<file path="src/rtl/ptw_pkg.sv">
package ptw_pkg;
  localparam int ENT_P   = 0;
  localparam int ENT_RW  = 1;
  localparam int ENT_US  = 2;
  localparam int ENT_ACC = 5;
  localparam int ENT_DRT = 6;

  typedef enum logic [2:0] {
    S_IDLE,
    S_RD_DIR,
    S_RD_TBL,
    S_WB_DIR,
    S_WB_TBL
  } ptw_state_e;
endpackage

</file>
<file path="src/rtl/ptw_rights.sv">
module ptw_rights (
  input  logic dir_rw,
  input  logic dir_us,
  input  logic tbl_rw,
  input  logic tbl_us,
  input  logic is_write,
  input  logic is_user,
  input  logic wp,
  output logic allow
);
  logic us_ok, rw_ok, us_bad, rw_bad;

  always_comb begin
    us_ok  = dir_us & tbl_us;
    rw_ok  = dir_rw & tbl_rw;
    us_bad = is_user & ~us_ok;
    rw_bad = is_write & ~rw_ok & (is_user | wp);
    allow  = ~us_bad & ~rw_bad;
  end
endmodule

</file>
<file path="src/rtl/ptw_flag_merge.sv">
module ptw_flag_merge #(
  parameter int ENT_W = 32
) (
  input  logic [ENT_W-1:0] ent_in,
  input  logic             set_dirty,
  output logic [ENT_W-1:0] ent_out,
  output logic             changed
);
  import ptw_pkg::*;

  always_comb begin
    ent_out          = ent_in;
    ent_out[ENT_ACC] = 1'b1;
    if (set_dirty) ent_out[ENT_DRT] = 1'b1;
    changed          = (ent_out != ent_in);
  end
endmodule

</file>
<file path="src/rtl/pt_walker.sv">
module pt_walker #(
  parameter int ADDR_W = 32,
  parameter int OFF_W  = 12
) (
  input  logic                    clk,
  input  logic                    rst,
  input  logic                    req_valid,
  output logic                    req_ready,
  input  logic [ADDR_W-1:0]       req_laddr,
  input  logic                    req_write,
  input  logic                    req_user,
  input  logic [ADDR_W-OFF_W-1:0] cfg_dir_pfn,
  input  logic                    cfg_paging_en,
  input  logic                    cfg_wp,
  output logic                    mem_req,
  output logic                    mem_we,
  output logic [ADDR_W-1:0]       mem_addr,
  output logic [ADDR_W-1:0]       mem_wdata,
  input  logic                    mem_ack,
  input  logic [ADDR_W-1:0]       mem_rdata,
  output logic                    rsp_done,
  output logic                    rsp_fault,
  output logic [2:0]              rsp_cause,
  output logic [ADDR_W-1:0]       rsp_paddr,
  output logic [ADDR_W-1:0]       rsp_fault_addr
);
  import ptw_pkg::*;

  localparam int PFN_W   = ADDR_W - OFF_W;
  localparam int IDX_W   = PFN_W / 2;
  localparam int ENT_LOG = OFF_W - IDX_W;
  localparam int DIR_LO  = OFF_W + IDX_W;

  ptw_state_e        state_q;
  logic [ADDR_W-1:0] laddr_q, pde_q, pte_q;
  logic [PFN_W-1:0]  root_q;
  logic              wr_q, user_q, wp_q;

  logic [ADDR_W-1:0] tbl_src, dir_new, tbl_new;
  logic              dir_chg, tbl_chg, allow;

  assign tbl_src = (state_q == S_RD_TBL) ? mem_rdata : pte_q;

  ptw_rights u_rights (
    .dir_rw   (pde_q[ENT_RW]),
    .dir_us   (pde_q[ENT_US]),
    .tbl_rw   (mem_rdata[ENT_RW]),
    .tbl_us   (mem_rdata[ENT_US]),
    .is_write (wr_q),
    .is_user  (user_q),
    .wp       (wp_q),
    .allow    (allow)
  );

  ptw_flag_merge #(.ENT_W(ADDR_W)) u_dir_merge (
    .ent_in    (pde_q),
    .set_dirty (1'b0),
    .ent_out   (dir_new),
    .changed   (dir_chg)
  );

  ptw_flag_merge #(.ENT_W(ADDR_W)) u_tbl_merge (
    .ent_in    (tbl_src),
    .set_dirty (wr_q),
    .ent_out   (tbl_new),
    .changed   (tbl_chg)
  );

  assign req_ready = (state_q == S_IDLE);
  assign mem_req   = (state_q != S_IDLE);
  assign mem_we    = (state_q == S_WB_DIR) || (state_q == S_WB_TBL);
  assign mem_wdata = (state_q == S_WB_DIR) ? dir_new : tbl_new;

  always_comb begin
    case (state_q)
      S_RD_DIR, S_WB_DIR:
        mem_addr = {root_q, laddr_q[ADDR_W-1:DIR_LO], {ENT_LOG{1'b0}}};
      S_RD_TBL, S_WB_TBL:
        mem_addr = {pde_q[ADDR_W-1:OFF_W], laddr_q[DIR_LO-1:OFF_W], {ENT_LOG{1'b0}}};
      default:
        mem_addr = '0;
    endcase
  end

  always_ff @(posedge clk) begin
    if (rst) begin
      state_q        <= S_IDLE;
      laddr_q        <= '0;
      pde_q          <= '0;
      pte_q          <= '0;
      root_q         <= '0;
      wr_q           <= 1'b0;
      user_q         <= 1'b0;
      wp_q           <= 1'b0;
      rsp_done       <= 1'b0;
      rsp_fault      <= 1'b0;
      rsp_cause      <= '0;
      rsp_paddr      <= '0;
      rsp_fault_addr <= '0;
    end else begin
      rsp_done <= 1'b0;
      case (state_q)
        S_IDLE: if (req_valid) begin
          laddr_q <= req_laddr;
          wr_q    <= req_write;
          user_q  <= req_user;
          wp_q    <= cfg_wp;
          root_q  <= cfg_dir_pfn;
          if (cfg_paging_en) begin
            state_q <= S_RD_DIR;
          end else begin
            rsp_done  <= 1'b1;
            rsp_fault <= 1'b0;
            rsp_cause <= '0;
            rsp_paddr <= req_laddr;
          end
        end
        S_RD_DIR: if (mem_ack) begin
          pde_q <= mem_rdata;
          if (!mem_rdata[ENT_P]) begin
            state_q        <= S_IDLE;
            rsp_done       <= 1'b1;
            rsp_fault      <= 1'b1;
            rsp_cause      <= {user_q, wr_q, 1'b0};
            rsp_fault_addr <= laddr_q;
          end else begin
            state_q <= S_RD_TBL;
          end
        end
        S_RD_TBL: if (mem_ack) begin
          pte_q <= mem_rdata;
          if (!mem_rdata[ENT_P] || !allow) begin
            state_q        <= S_IDLE;
            rsp_done       <= 1'b1;
            rsp_fault      <= 1'b1;
            rsp_cause      <= {user_q, wr_q, mem_rdata[ENT_P]};
            rsp_fault_addr <= laddr_q;
          end else if (dir_chg) begin
            state_q <= S_WB_DIR;
          end else if (tbl_chg) begin
            state_q <= S_WB_TBL;
          end else begin
            state_q   <= S_IDLE;
            rsp_done  <= 1'b1;
            rsp_fault <= 1'b0;
            rsp_paddr <= {mem_rdata[ADDR_W-1:OFF_W], laddr_q[OFF_W-1:0]};
          end
        end
        S_WB_DIR: if (mem_ack) begin
          if (tbl_chg) begin
            state_q <= S_WB_TBL;
          end else begin
            state_q   <= S_IDLE;
            rsp_done  <= 1'b1;
            rsp_fault <= 1'b0;
            rsp_paddr <= {pte_q[ADDR_W-1:OFF_W], laddr_q[OFF_W-1:0]};
          end
        end
        S_WB_TBL: if (mem_ack) begin
          state_q   <= S_IDLE;
          rsp_done  <= 1'b1;
          rsp_fault <= 1'b0;
          rsp_paddr <= {pte_q[ADDR_W-1:OFF_W], laddr_q[OFF_W-1:0]};
        end
        default: state_q <= S_IDLE;
      endcase
    end
  end

  // an access stays stable until the memory acknowledges it
  a_r2_req_held: assert property (@(posedge clk) disable iff (rst)
    (mem_req && !mem_ack) |=> (mem_req && $stable(mem_addr) && $stable(mem_we)));

  // a write-back only adds the accessed/dirty flags to the entry it read
  a_r7_flags_only_set: assert property (@(posedge clk) disable iff (rst)
    (mem_req && mem_we) |->
      ((mem_wdata ^ ((state_q == S_WB_DIR) ? pde_q : pte_q)) & ~(ADDR_W'(32'h60))) == '0 &&
      ((((state_q == S_WB_DIR) ? pde_q : pte_q) & ~mem_wdata) == '0));

  // a write-back always changes the stored entry
  a_r8_wb_changes: assert property (@(posedge clk) disable iff (rst)
    (mem_req && mem_we) |-> (mem_wdata != ((state_q == S_WB_DIR) ? pde_q : pte_q)));

  // no memory traffic while a new request can be taken
  a_r9_ready_idle: assert property (@(posedge clk) disable iff (rst)
    req_ready |-> !mem_req);

  // a successful translation keeps the byte offset
  a_r3_offset_kept: assert property (@(posedge clk) disable iff (rst)
    (rsp_done && !rsp_fault && $past(mem_req)) |-> (rsp_paddr[OFF_W-1:0] == laddr_q[OFF_W-1:0]));
endmodule

</file>
<file path="config.mk">
export PLATFORM = sky130hd
export DESIGN_NAME = pt_walker
export DESIGN_NICKNAME = d
export VERILOG_FILES = /design/src/rtl/ptw_pkg.sv /design/src/rtl/ptw_rights.sv /design/src/rtl/ptw_flag_merge.sv /design/src/rtl/pt_walker.sv
export SDC_FILE = /design/constraint.sdc
export NUM_CORES = 1
export LEC_CHECK = 0
export BUFFER_PORTS_ARGS = -buffer_cell sky130_fd_sc_hd__buf_2
export CAP_MARGIN = 30
export CORE_ASPECT_RATIO = 1.25
export CORE_UTILIZATION = 58
export CTS_CLUSTER_DIAMETER = 150
export DETAILED_ROUTE_END_ITERATION = 8
export PLACE_DENSITY = 0.89
export SYNTH_ARGS = -nofsm -noshare
export SYNTH_HDL_FRONTEND = slang
export SYNTH_HIERARCHICAL = 1
export SYNTH_SLANG_ARGS = --single-unit
</file>
<file path="constraint.sdc">
create_clock -name clk -period 6.74 [get_ports clk]
set_input_delay 1.348 -clock clk [delete_from_list [all_inputs] [get_ports clk]]
set_output_delay 1.348 -clock clk [all_outputs]
set_load 0.02 [all_outputs]
</file>
# Word level (Yosys, flattened, before mapping)
# Cells that the tools add are included.
# totals
mem_count	0
latch_bits	0
ramBits	0
regBits	191
elab_cells	122
input_bits	92
output_inout_bits	136
romBits	0
# op_classes
magnitude_cmp	0
add_sub_neg	0
muxes	59
shifts	0
n_div	0
bitwise	11
n_mul	0
reduce_logical	20
n_eq_ne	19
# ops
cell	n
$mux 32	15
$pmux 32 s2	2
$pmux 32 s4	1
$mux 3	15
$ne 2x2->1 const B	11
$mux 1	21
$pmux 3 s5	1
$pmux 1 s5	2
$reduce_and 10->1	1
$pmux 3 s3	1
$reduce_and 9->1	1
$reduce_and 7->1	1
$and 1x1->1	6
$eq 3x2->1 const B	2
$reduce_and 2->1	3
$reduce_and 6->1	1
$reduce_bool 3->1	2
$reduce_and 5->1	1
$reduce_bool 5->1	1
$ne 2x1->1 const B	2
$not 1->1	4
$reduce_bool 4->1	1
$reduce_or 2->1	2
$eq 3x1->1 const B	1
other kinds (9)	11

# Depth between registers and ports, before layout
# Gate-level depths: netlist of run 1.
# depth
ltp_word	11
mapped_depth	11
ltp_nobuf	8

# Hierarchy
# Netlist of run 1, hierarchy kept.
# by_module_without_submodules
mod	seq_area_each_um2	n_inst	cells_per_inst	area_each_um2
pt_walker	3823.7	1	1090	8593.2
ptw_flag_merge	0.0	2	35	251.5
ptw_rights	0.0	1	3	20.0

# Worst setup path before layout of run 1
# Ideal clock, no wire load.
# synth_path
path_kind	in2out
from	in mem_rdata[0]
to	out mem_wdata[0]
path_buffers	2
arrival_ps	2171
required_ps	5392
path_slack_ps	3221
cell_stages	4
path_cell_list	buf_4 mux2_2 buf_4 mux2_2
# synth_between
elab_chain_len	2
# synth_lines
element	line_no	text
from (decl)	pt_walker.sv:20	input logic [ADDR_W-1:0] mem_rdata,
$mux 32	pt_walker.sv:42	assign tbl_src = (state_q == S_RD_TBL) ? mem_rdata : pte_q;
net tbl_src[0]	pt_walker.sv:39	logic [ADDR_W-1:0] tbl_src, dir_new, tbl_new;
$mux 32	pt_walker.sv:72	assign mem_wdata = (state_q == S_WB_DIR) ? dir_new : tbl_new;
to (decl)	pt_walker.sv:18	output logic [ADDR_W-1:0] mem_wdata,
# The timed path passes the listed nets, and every way through them passes these cells.

# Worst setup path in the final report of run 1
# layout_path
from	reg state_q[2]
to	out mem_addr[30]
# layout_between
elab_chain_len	3
word_cells_on_any_way	7
classes_between	eq/ne: 4; mux: 1; reduce/logical: 2
# layout_lines
element	line_no	text
from (decl)	pt_walker.sv:34	ptw_state_e state_q;
from (signal assigned)	pt_walker.sv:87	state_q <= S_IDLE;
from (signal assigned)	pt_walker.sv:110	state_q <= S_RD_DIR;
from (signal assigned)	pt_walker.sv:121	state_q <= S_IDLE;
$eq 3x2->1 (tied with other cells)	pt_walker.sv:75	case (state_q)
$reduce_or 2->1	pt_walker.sv:75	
$pmux 32 s2 *	pt_walker.sv:75	
to (decl)	pt_walker.sv:17	output logic [ADDR_W-1:0] mem_addr,
# Every way passes the cells marked *; elsewhere a longest branch is shown, timed or not.

==> results of run 1 <==
==> how the worst max path moves through the flow <==
stage                               to  slack (ns)  cells past startpoint
after floorplan           mem_wdata[0]        3.22                      4
after global placement    mem_wdata[6]        2.72                      7
after detailed placement  mem_addr[30]        2.66                      5
after CTS                 mem_addr[30]        2.18                      5
after global routing      mem_addr[30]        1.97                      5
final                     mem_addr[30]        2.11                      5
==> critical path: cells and delay by family (launching register included) <==
kind,cells,cell delay [ns]
AO/OA/AOI/OAI,2,1.29
buffers and inverters,2,0.57
flip-flops,1,0.32
AND/OR/NAND/NOR,1,0.64
==> metal layers <==
layer / vias up / global-route usage (%) / part of all wire, %
li1: 4081 / - / -
met1: 4034 / 37.8 / 40
met2: 370 / 54.3 / 50
met3: 61 / 4.98 / 6.8
met4: 0 / 14.1 / 3.3
met5: - / 0 / 0
==> cell type report <==
cell class              count  share of cell area (%)
clock inverters             5                   0.337
diodes                      1                  0.0240
well taps                 208                    2.50
multi-input cells         815                    43.0
clock buffers              24                    4.63
flip-flops and latches    191                    36.7
inverters                   5                   0.180
repair buffers            239                    12.6
==> per-stage QoR <==
stage	area [um^2]	setup WS (ns)	util, %	hold slack, ns	cells
floorplan	9130	3.22	-	0.434	1166
global placement	9790	2.72	64.6	0.436	1454
detailed placement	9890	2.66	65.3	0.443	1458
CTS	10400	2.18	68.7	0.452	1487
global route	10400	1.97	68.8	0.465	1488
finish	10400	2.11	68.8	0.449	1488
==> kinds of logic (layout without fill, tap and decap cells) <==
kind of cell | count (synthesis) | in the layout | share of synthesized area (%)
DFF | 191 | 191 | 41.9
AOI/OAI and AO/OA | 282 | 282 | 18.4
other | 3 | 7 | 0.124
buffers and inverters | 160 | 273 | 9.62
muxes | 78 | 78 | 9.44
and+or+nand+nor | 449 | 449 | 20.4
==> power by group through the flow <==
stage,combinational [W],clock (W),sequential [W]
after detailed placement,0.000266,0,0.00122
after floorplan,0.000159,0,0.00123
final,0.000269,0.000909,0.00120
after CTS,0.000267,0.000917,0.00120
after global placement,0.000253,0,0.00122
after global routing,0.000292,0.000970,0.00120
==> layout by cell type, fill, tap and decap left out, drive strengths merged, types with 7 or more instances in the layout <==
cell type / n
nand2: 337
buf: 239
a21oi: 200
dfxtp: 191
mux2: 64
nor2: 42
a22o: 30
clkbuf: 24
nor3: 22
o22a: 20
or4: 20
mux2i: 14
a211oi: 13
nand2b: 8
o21ai: 7
==> registers in the layout (all words and copies together) (netlist names), 3 cells and up <==
register / cells
pte_q: 32
rsp_fault_addr: 32
rsp_cause: 3
root_q: 20
state_q: 3
pde_q: 32
rsp_paddr: 32
laddr_q: 32
==> flow_summary.ini, run 1 <==
[status]
status = finished clean

[timing]
tightest_slew_ns = 1.04
finalSetupViolations = 0
max_freq_mhz = 216
report.final.slew_viol_count = 0
slew_headroom_pct = 30.6
hold_viol_final = 0
rsz0062_at_grt = false
min_period_ns = 4.63
fin_crit_sh_pct = 68.7
clock_skew_ns = 0.00958
tns_ns = 0

[global_routing]
grt_pass1_vias = 8016
antenna_found_initial = 1
grtUsageTotal_pct = 31.2
grt_max_degree = 129
grt_pass1_wl_um = 39900
overflow = 0

[cells_and_area]
nNetsFinal = 1361
register_area_um2 = 3820
layout-drive-gt1-share_pct = 26.7
syn_to_final_growth_pct = 14.2
fillerInstances = 1291
multi_input_area_um2 = 4470

[setup_path]
rr_endpoint = rsp_paddr[18]
r2r_cells = 8
worstPathMaxFanout = 39
end_kind = output pin
crit_type = reg -> out
timing.rr.start = state_q[1]
r2r_slack_ns = 2.90
setup.worst_path.start = state_q[2]
worstPathRequired_ns = 5.39
critPathArrivalTime_ns = 3.29
crit_chain = buf_4 -> nand2b_1 -> a21oi_4 -> a22o_1 -> buf_2
start_kind = register
crit_slowest_cell = a21oi_4
max_stage_delay_ns = 1.04

[power_and_ir_drop]
p_sw_share_pct = 26.0
seqPwrFrac_pct = 50.4
power_w = 0.00238
power_frac_comb_pct = 11.3
vdd_ir_drop_max_mv = 0.172
p_int_w = 0.00176
p_switching_w = 0.000617
clkPwrFrac_pct = 38.3
leakage_nw = 4.50
p_per_area_nw_per_um2 = 228

[yosys]
dominantRegCellSynth = dfxtp_1
ys_top_cells_by_area = dfxtp_1, nand2_1, a21oi_1
synthTopCellsByCount = nand2_1, a21oi_1, dfxtp_1
synthDistinctLibCells = 40
synth_top_area_share_pct = 41.9
synth_cells = 1163
yosysMostFrequentCell = nand2_1
ys_ff_latch = 191
ys_seq_area_share_pct = 41.9
synth_edf_count = 0
ys_warn_count = 6
synth_area_um2 = 9120
synthArstFlopShare_pct = 0
yosys.area.top_type = dfxtp_1
avgSynthCellArea_um2 = 7.84

[detailed_routing]
routed_via_density = 5.74
post_drt_wl_per_cell_um = 17.1
num_vias = 8546
routed_wl_um = 25500
postRouteAntennaNets = 0
drc = 0
drt_iter0_drc = 686
drtPass1Iterations = 5

[flow_run]
cap_violations = 0

[floorplan]
rows = 50
ios = 228
start_util_pct = 60.2
fp.dieW_um = 114
die-area_um2 = 16200
coreArea_um2 = 15100
die_h_um = 142

[worst_hold_path]
whs_path_depth = 2
hold_start = rsp_cause[1]
hold_class = reg -> reg
holdPathEnd = rsp_cause[1]

[placement]
place_congestion = 0.926
hpwl_um = 17500
io_buffers = 224

[clocking]
postCtsSetupBuffers = 0
ctsResizeCount = 0
clock_latency_ns = 0.43
clock-sinks = 191
path_clk_slew_ns = 0.06
cts-htree-levels = 4
clockBufferDepth = 2
cts_tree = built
numCtsBuffers = 17
hold_buffers = 0
root_buffer = clkbuf_16
(Power assumes the default switching activity.)
==> inputs of run 2 (changes only) <==
Settings changed: CORE_UTILIZATION 58 to 54, PLACE_DENSITY 0.89 to 0.84.
Clock period 6.74 ns to 4.4 ns, I/O delays scaled along.
==> run 2 against run 1 <==
Net effect: clock skew about the same; final cell count increased by 1.0%; flip-flop and latch count unchanged; first-iteration DRC count increased by 2.5%; sequential power increased by 53%; via count about the same; power increased by 56%; global-route usage decreased by 1.2 points; critical path depth increased by 1.
==> flow_summary.ini, run 2 (same netlist as run 1, synthesis figures left out) <==
[status]
status = finished clean

[setup_path]
r2r_slack_ns = 1.00
end_kind = output pin
r2r_cells = 8
worstPathRequired_ns = 3.52
timing.rr.start = state_q[1]
cp_num_buf_inv = 2
rr_endpoint = rsp_paddr[22]
setup.worst_path.start = state_q[1]
critPathCapture = mem_wdata[23]
cp.depth = 6
cp_top_family = simple AND/OR/NAND/NOR gates
start_kind = register
max_stage_delay_ns = 0.63
crit_chain = nand2b_1 -> nor2_4 -> buf_4 -> mux2_2 -> mux2_2 -> buf_2
critPathArrivalTime_ns = 3.04
worstPathMaxFanout = 20
crit_top_cell = mux2_2
crit_type = reg -> out
crit_slowest_cell = dfxtp_1

[cells_and_area]
syn_to_final_growth_pct = 14.5
layout-drive-gt1-share_pct = 27.4
diodes = 0
nNetsFinal = 1366
layout_commonest_cell = nand2_1
post-route-util_pct = 63.9
final_cell_mix = nand2_1, buf_2, a21oi_1

[timing]
rsz0062_at_grt = false
finalSetupViolations = 0
fin_crit_sh_pct = 89.0
slew_headroom_pct = 37.6
max_freq_mhz = 255
min_period_ns = 3.92
tns_ns = 0
hold_viol_final = 0
tightest_slew_ns = 0.936
clock_skew_ns = 0.00953
report.final.slew_viol_count = 0

[clocking]
hold_buffers = 0
clockBufferDepth = 2
root_buffer = clkbuf_16
postCtsSetupBuffers = 0
cts_tree = built
clock_latency_ns = 0.43
clock-sinks = 191
path_clk_slew_ns = 0.07
ctsResizeCount = 0
cts-htree-levels = 4
numCtsBuffers = 17

[detailed_routing]
num_vias = 8545
post_drt_wl_per_cell_um = 17.1
drtPass1Iterations = 5
drc = 0
routed_via_density = 5.69
routed_wl_um = 25700
postRouteAntennaNets = 0
drt_iter0_drc = 703

[global_routing]
grt_pass1_wl_um = 41400
overflow = 0
use_met3_pct = 5.24
grt_max_degree = 122
grt_pass1_vias = 8235
grtUsageTotal_pct = 30.0
grt.met2_usage_pct = 52.6
antenna_found_initial = 0
busiest_layer = met2
met1_usage_pct = 35.8

[placement]
place_congestion = 0.915
io_buffers = 224
hpwl_um = 17400

[floorplan]
die-area_um2 = 17400
coreArea_um2 = 16300
start_util_pct = 55.8
ios = 228
fp.dieW_um = 118
rows = 52
die_h_um = 147

[power_and_ir_drop]
p_per_area_nw_per_um2 = 356
vdd_ir_drop_max_mv = 0.208
leakage_nw = 4.52

[worst_hold_path]
hold_class = reg -> reg

[flow_run]
cap_violations = 0
run 2: cell types whose count changed in the layout (fill, tap and decap cells not counted), sizes merged:
cell      before  now
buf          239  244
clkbuf        24   18
diode          1    0
clkinv         4    6
clkinvlp       1    2
inv            5   11
run 2: how the worst min path moves through the flow:
stage                               end           from  slack [ns]  cells past startpoint
after floorplan                pte_q[0]       pte_q[0]        0.43                      2
after global routing      rsp_paddr[23]  rsp_paddr[23]        0.46                      2
after global placement    rsp_paddr[30]  rsp_paddr[30]        0.44                      2
final                     rsp_paddr[16]  rsp_paddr[16]        0.45                      2
after detailed placement  rsp_paddr[23]  rsp_paddr[23]        0.44                      2
after CTS                 rsp_paddr[23]  rsp_paddr[23]        0.45                      2
run 2: routing by layer:
metal  share of wire (%)  up-vias  wire length (um)
li1                    -     4089                 -
met1                  40     4031             10400
met2                  50      361             12900
met3                 6.1       64              1560
met4                 3.2        0               810
met5                   0        -                 0
run 2: layout make-up:
cell class / count / area [um^2]
clock buffer: 18 / 439
tap: 216 / 270
sequential: 191 / 3820
multi-input combinational: 815 / 4470
clock inverter: 14 / 126
fill: 1436 / 5900
inverter: 5 / 18.8
timing repair buffer: 244 / 1290
run 2: report_power, final:
part | leakage (nW) | internal, W | total, W | switching [W]
clock | 0.275 | 0.000761 | 0.00147 | 0.000711
sequential | 1.55 | 0.00179 | 0.00183 | 0.0000423
combinational | 2.69 | 0.000140 | 0.000407 | 0.000267
run 2: worst register-to-register path: cells and delay by family (launching register included):
| kind | cells | cell delay, ns |
|---|---|---|
| buffers and inverters | 1 | 0.25 |
| and+or+nand+nor | 3 | 1.32 |
| AOI/OAI and AO/OA | 3 | 0.84 |
| DFF | 1 | 0.63 |
| muxes | 1 | 0.26 |
run 2: through the flow:
stage          cells  power (W)  hold slack, ns  setup slack, ns  instance area (um^2)
6_report        1503    0.00371           0.449            0.484                 10400
5_1_grt         1503    0.00385           0.462            0.340                 10400
4_1_cts         1503    0.00373           0.449            0.500                 10400
3_5_place_dp    1471    0.00228           0.440            0.973                  9870
3_3_place_gp    1470    0.00226           0.437             1.14                  9850
2_1_floorplan   1166    0.00213           0.434             1.41                  9130
